`config.mk`:
```
export PLATFORM = sky130hd
export DESIGN_NAME = uart_frame_tx
export DESIGN_NICKNAME = d
export VERILOG_FILES = /design/src/rtl/uart_frame_pkg.sv /design/src/rtl/utx_fmt_decode.sv /design/src/rtl/utx_tick_cnt.sv /design/src/rtl/uart_frame_tx.sv
export SDC_FILE = /design/constraint.sdc
export NUM_CORES = 1
export LEC_CHECK = 0
export BUFFER_PORTS_ARGS = -buffer_cell sky130_fd_sc_hd__buf_2
export CORE_ASPECT_RATIO = 1.25
export CORE_MARGIN = 2
export CORE_UTILIZATION = 58
export DETAILED_ROUTE_END_ITERATION = 7
export GPL_TIMING_DRIVEN = 0
export MAX_ROUTING_LAYER = met4
export PLACE_DENSITY = 0.83
export SETUP_SLACK_MARGIN = 0.5
export SYNTH_ARGS = -nofsm -noshare
export SYNTH_HDL_FRONTEND = slang
export SYNTH_SLANG_ARGS = --single-unit
```
`constraint.sdc`:
```
create_clock -name clk -period 3.2 [get_ports clk]
set_input_delay 0.48 -clock clk [delete_from_list [all_inputs] [get_ports clk]]
set_output_delay 0.48 -clock clk [all_outputs]
set_load 0.02 [all_outputs]
```
`src/rtl/uart_frame_pkg.sv`:
```
`timescale 1ns/1ps
package uart_frame_pkg;

    typedef enum logic [1:0] {
        ST_IDLE  = 2'd0,
        ST_START = 2'd1,
        ST_DATA  = 2'd2,
        ST_STOP  = 2'd3
    } tx_state_e;

    typedef struct packed {
        logic [1:0] wlen;
        logic       long_stop;
    } tx_fmt_t;

endpackage

```
`src/rtl/utx_fmt_decode.sv`:
```
`timescale 1ns/1ps
// Turns the captured format into a data-bit count and a stop length in ticks.
module utx_fmt_decode
    import uart_frame_pkg::*;
#(
    parameter int OVERSAMPLE = 16,
    parameter int CNT_W      = 6,
    parameter int IDX_W      = 4
) (
    input  tx_fmt_t          fmt,
    output logic [IDX_W-1:0] nbits,
    output logic [CNT_W-1:0] stop_ticks
);
    localparam logic [CNT_W-1:0] STOP_ONE  = CNT_W'(OVERSAMPLE);
    localparam logic [CNT_W-1:0] STOP_HALF = CNT_W'(OVERSAMPLE + OVERSAMPLE / 2);
    localparam logic [CNT_W-1:0] STOP_TWO  = CNT_W'(2 * OVERSAMPLE);

    always_comb begin
        nbits = IDX_W'(5) + IDX_W'(fmt.wlen);
        if (!fmt.long_stop) begin
            stop_ticks = STOP_ONE;
        end else if (fmt.wlen == 2'd0) begin
            stop_ticks = STOP_HALF;
        end else begin
            stop_ticks = STOP_TWO;
        end
    end
endmodule

```
`src/rtl/utx_tick_cnt.sv`:
```
`timescale 1ns/1ps
// Counts baud ticks inside one bit or stop period. Flags the final tick.
module utx_tick_cnt #(
    parameter int CNT_W = 6
) (
    input  logic             clk,
    input  logic             rst_n,
    input  logic             clear,
    input  logic             tick,
    input  logic [CNT_W-1:0] limit,
    output logic             last
);
    logic [CNT_W-1:0] cnt_q;

    assign last = tick && (cnt_q == limit - 1'b1);

    always_ff @(posedge clk) begin
        if (!rst_n || clear) begin
            cnt_q <= '0;
        end else if (tick) begin
            cnt_q <= last ? '0 : cnt_q + 1'b1;
        end
    end
endmodule

```
`src/rtl/uart_frame_tx.sv`:
```
`timescale 1ns/1ps
module uart_frame_tx
    import uart_frame_pkg::*;
#(
    parameter int OVERSAMPLE = 16,
    parameter int DATA_W     = 8
) (
    input  logic              clk,
    input  logic              rst_n,
    input  logic              baud_tick,
    input  logic [DATA_W-1:0] tx_data,
    input  logic              tx_valid,
    output logic              tx_ready,
    input  logic [1:0]        wlen_sel,
    input  logic              stop_sel,
    output logic              tx_line,
    output logic              tx_busy
);
    localparam int CNT_W = $clog2(2 * OVERSAMPLE + 1);
    localparam int IDX_W = $clog2(DATA_W) + 1;
    localparam logic [CNT_W-1:0] BIT_TICKS = CNT_W'(OVERSAMPLE);

    tx_state_e         state_q, state_d;
    tx_fmt_t           fmt_q;
    logic [DATA_W-1:0] shreg_q;
    logic [IDX_W-1:0]  idx_q;
    logic [IDX_W-1:0]  nbits;
    logic [CNT_W-1:0]  stop_ticks;
    logic [CNT_W-1:0]  period;
    logic              period_end;
    logic              accept;
    logic              last_data;

    utx_fmt_decode #(
        .OVERSAMPLE (OVERSAMPLE),
        .CNT_W      (CNT_W),
        .IDX_W      (IDX_W)
    ) u_decode (
        .fmt        (fmt_q),
        .nbits      (nbits),
        .stop_ticks (stop_ticks)
    );

    assign period = (state_q == ST_STOP) ? stop_ticks : BIT_TICKS;

    utx_tick_cnt #(
        .CNT_W (CNT_W)
    ) u_ticks (
        .clk   (clk),
        .rst_n (rst_n),
        .clear (state_q == ST_IDLE),
        .tick  (baud_tick),
        .limit (period),
        .last  (period_end)
    );

    assign accept    = tx_valid && (state_q == ST_IDLE);
    assign last_data = (idx_q == nbits - 1'b1);

    // Next-state logic
    always_comb begin
        state_d = state_q;
        unique case (state_q)
            ST_IDLE:  if (tx_valid)                state_d = ST_START;
            ST_START: if (period_end)              state_d = ST_DATA;
            ST_DATA:  if (period_end && last_data) state_d = ST_STOP;
            ST_STOP:  if (period_end)              state_d = ST_IDLE;
            default:                               state_d = ST_IDLE;
        endcase
    end

    // State register
    always_ff @(posedge clk) begin
        if (!rst_n) begin
            state_q <= ST_IDLE;
        end else begin
            state_q <= state_d;
        end
    end

    // Frame capture and shifting
    always_ff @(posedge clk) begin
        if (!rst_n) begin
            fmt_q   <= '0;
            shreg_q <= '0;
            idx_q   <= '0;
        end else if (accept) begin
            fmt_q   <= '{wlen: wlen_sel, long_stop: stop_sel};
            shreg_q <= tx_data;
            idx_q   <= '0;
        end else if (state_q == ST_DATA && period_end) begin
            shreg_q <= shreg_q >> 1;
            idx_q   <= idx_q + 1'b1;
        end
    end

    // Outputs
    always_comb begin
        tx_line  = 1'b1;
        tx_busy  = 1'b1;
        tx_ready = 1'b0;
        unique case (state_q)
            ST_IDLE: begin
                tx_busy  = 1'b0;
                tx_ready = 1'b1;
            end
            ST_START: tx_line = 1'b0;
            ST_DATA:  tx_line = shreg_q[0];
            ST_STOP:  tx_line = 1'b1;
            default:  tx_line = 1'b1;
        endcase
    end
endmodule

```
==> results.py <==
metrics = {
    "power_and_ir_drop": {
        "internal_power_mw": 0.4987,
        "clkPwrFrac_pct": 16.6,
        "swShare_pct": 37.90,
        "p_comb_share_pct": 37.7,
        "switchingPower_mw": 0.3043,
        "p_seq_share_pct": 45.7,
        "vdd.ir_drop.worst_mv": 0.4043,
        "p_per_area_nw_per_um2": 632.9,
        "p_leak_nw": 0.5674,
    },
    "placement": {
        "placed_cells": 160,
        "gp_congestion": 0.7875,
        "place_area_um2": 1242,
        "port_buffers": 15,
        "place_hpwl_um": 1679,
    },
    "layout": {
        "fillers": 151,
        "stdcell_count": 164,
        "drive_gt1_share_pct": 15.17,
        "area_growth_pct": 10.94,
        "nets": 167,
        "design_area_um2": 1269,
        "n_antenna_cell": 0,
    },
    "synthesis": {
        "avgSynthCellArea_um2": 9.076,
        "ys_ff_latch": 23,
        "yosysSeqAreaShare_pct": 40.26,
        "syn_area_um2": 1144,
        "syn_nets": 147,
        "yosysWarnings": 0,
        "ys_types": 26,
        "syn_inst": 126,
    },
    "cts": {
        "cts_tree": "done",
        "cts.sinks": 23,
        "clkLatencyLatePin_ns": 0.31,
        "cts-root-buf": "clkbuf_4",
        "hold_buffers": 0,
        "h-tree-depth": 1,
        "cts_buffers": 3,
        "path_clk_slew_ns": 0.12,
        "cts_resized": 0,
        "cts_buffer_depth": 2,
        "post_cts_buffers": 0,
    },
    "critical_path": {
        "crit_type": "flip-flop to flip-flop",
        "arrival_ns": 2.25,
        "crit_path_start_kind": "flip-flop",
        "crit_required_ns": 3.44,
        "critPathMaxFanout": 4,
        "ff2ff_setup_slack_ns": 1.19,
        "r2r_end": "state_q[1]$_SDFFE_PN0P_",
        "r2r-start": "state_q[0]$_SDFFE_PN0P_",
        "reg2reg_depth": 6,
        "end_kind": "flip-flop",
    },
    "worst_hold_path": {
        "hold_path_end": "fmt_q[1]$_SDFFE_PN0P_",
        "hp-class": "input pin to flip-flop",
        "worst_hold_startpoint": "wlen_sel[0]",
        "min_path_cells": 3,
    },
    "global_routing": {
        "grt_max_degree": 13,
        "grt_overflow": 0,
        "grt_first_pass_wirelength_um": 3677,
        "first_global_vias": 947,
        "track_usage_pct": 21.81,
        "antenna_found_initial": 0,
    },
    "route": {
        "wl_per_cell_um": 13.19,
        "drc": 0,
        "via_per_inst": 5.616,
        "via_count": 921,
        "dr.pass1.iters": 4,
        "wirelength_um": 2163,
        "drtAntennaViolNets": 0,
        "drt-initial-drc-count": 11,
    },
    "sta": {
        "rsz0062_at_grt": "no",
        "slew_headroom_pct": 63.78,
        "period_share_pct": 62.94,
        "setup_viol": 0,
        "fin_hold_ws_ns": 0.4261,
        "period_minus_slack_ns": 2.014,
        "drv_slew": 0,
        "fin_skew_ns": 0.004795,
        "setup-tns-final_ns": 0,
        "fmaxAchievable_ghz": 0.4965,
        "worst_slew_pin_slew_ns": 0.5433,
        "final-hold-violation-count": 0,
    },
    "floorplan": {
        "core_area_um2": 1808,
        "boundaryPins": 18,
        "rows": 17,
        "die_y_um": 53.65,
        "die_w_um": 43.72,
        "die_area_um2": 2345,
        "start_util_pct": 63.25,
    },
    "job": {
        "drv_cap": 0,
    },
    "status": {
        "status": "complete, no violations",
    },
}
state kept, by name, summed over array words and instances, names as in the netlist:
signal and count:
idx_q 4, fmt_q 3, shreg_q 8, state_q 2, u_ticks.cnt_q 6
cells in the final DEF, fill, tap and decap left out, drive strengths merged:
cell / netlist / layout
a222oi: 1 / 1
a21boi: 4 / 4
nor2b: 1 / 1
nand2: 12 / 12
and4bb: 1 / 1
nand3: 10 / 10
buf: 2 / 17
a21o: 1 / 1
xnor2: 4 / 4
a211oi: 1 / 1
dfxtp: 23 / 23
nand4b: 1 / 1
mux2i: 13 / 13
nor2: 9 / 9
clkbuf: 4 / 8
inv: 5 / 5
nand4: 3 / 3
o21ai: 9 / 9
xor2: 5 / 5
a21oi: 9 / 9
or3: 2 / 2
ha: 6 / 6
worst max path at each step:
stage,startpoint,cells after the start,slack (ns),endpoint
floorplan,state_q[0]$_SDFFE_PN0P_,6,1.46,state_q[0]$_SDFFE_PN0P_
global placement,state_q[0]$_SDFFE_PN0P_,6,1.28,state_q[1]$_SDFFE_PN0P_
detailed placement,state_q[0]$_SDFFE_PN0P_,6,1.23,state_q[1]$_SDFFE_PN0P_
CTS,state_q[0]$_SDFFE_PN0P_,5,1.19,tx_busy
global route,state_q[0]$_SDFFE_PN0P_,5,1.06,tx_busy
finish,state_q[0]$_SDFFE_PN0P_,6,1.19,state_q[1]$_SDFFE_PN0P_
power by group through the flow:
stage / Clock (mW) / Combinational (mW) / Sequential (mW)
detailed placement: 0 / 0.305 / 0.375
finish: 0.133 / 0.303 / 0.367
global route: 0.141 / 0.342 / 0.373
global placement: 0 / 0.287 / 0.373
floorplan: 0 / 0.229 / 0.366
CTS: 0.136 / 0.305 / 0.368
Yosys cell counts, drive strengths merged:
cell type / instances / share of area [%]
nand4b: 1 / 0.77
nand4: 3 / 1.6
and4bb: 1 / 1.1
mux2i: 13 / 11
nor2: 9 / 3.0
a222oi: 1 / 0.88
xor2: 5 / 4.5
a21o: 1 / 0.66
a211oi: 1 / 1.8
buf: 2 / 1.1
a21oi: 9 / 3.9
or3: 2 / 1.1
a21boi: 4 / 2.6
nor2b: 1 / 0.55
xnor2: 4 / 3.1
dfxtp: 23 / 40
ha: 6 / 6.6
clkbuf: 4 / 1.3
inv: 5 / 1.6
nand3: 10 / 4.4
nand2: 12 / 3.9
o21ai: 9 / 3.9
cell type report:
class                      instances  area (µm²)  area share (%)
timing repair buffer              15       75.07           5.917
multi-input combinational         92       636.9           50.20
inverter                           5       18.77           1.479
buffer                             6       27.53           2.170
tap                               19       23.77           1.874
sequential                        23       460.4           36.29
clock buffer                       4       26.28           2.071
through the flow:
stage / worst slack (ns) / total power [mW] / util (%)
3_3_place_gp: 1.281 / 0.6599 / 68.72
6_report: 1.186 / 0.8029 / 70.17
3_5_place_dp: 1.235 / 0.6794 / 68.72
5_1_grt: 1.061 / 0.8557 / 70.17
4_1_cts: 1.194 / 0.8092 / 70.17
2_1_floorplan: 1.457 / 0.5946 / -
per-layer routing:
layer	wire [µm]	vias to the layer above	track usage, %
met5	0	-	-
met4	29	0	11.62
met3	77	4	2.349
met2	1137	18	41.18
met1	919	423	21.64
li1	-	476	-
worst max-delay path: stages (launching register included):
cell,delay [ns]
dfxtp_1,0.36
ha_1,0.24
a21o_1,0.21
a211oi_4,0.31
nand2_1,0.12
a222oi_1,0.45
mux2i_1,0.27
logic make-up after synthesis:
kind of cell             Yosys count  share of synthesized area [%]
buffers and inverters             11                          4.048
flip-flops                        23                          40.26
XOR/XNOR                           9                          7.549
AO/OA/AOI/OAI                     25                          13.79
adder cells (fa/ha/maj)            6                          6.564
AND/OR/NAND/NOR                   39                          16.41
multiplexers                      13                          11.38
No activity file was read; power rests on OpenSTA's default activity.
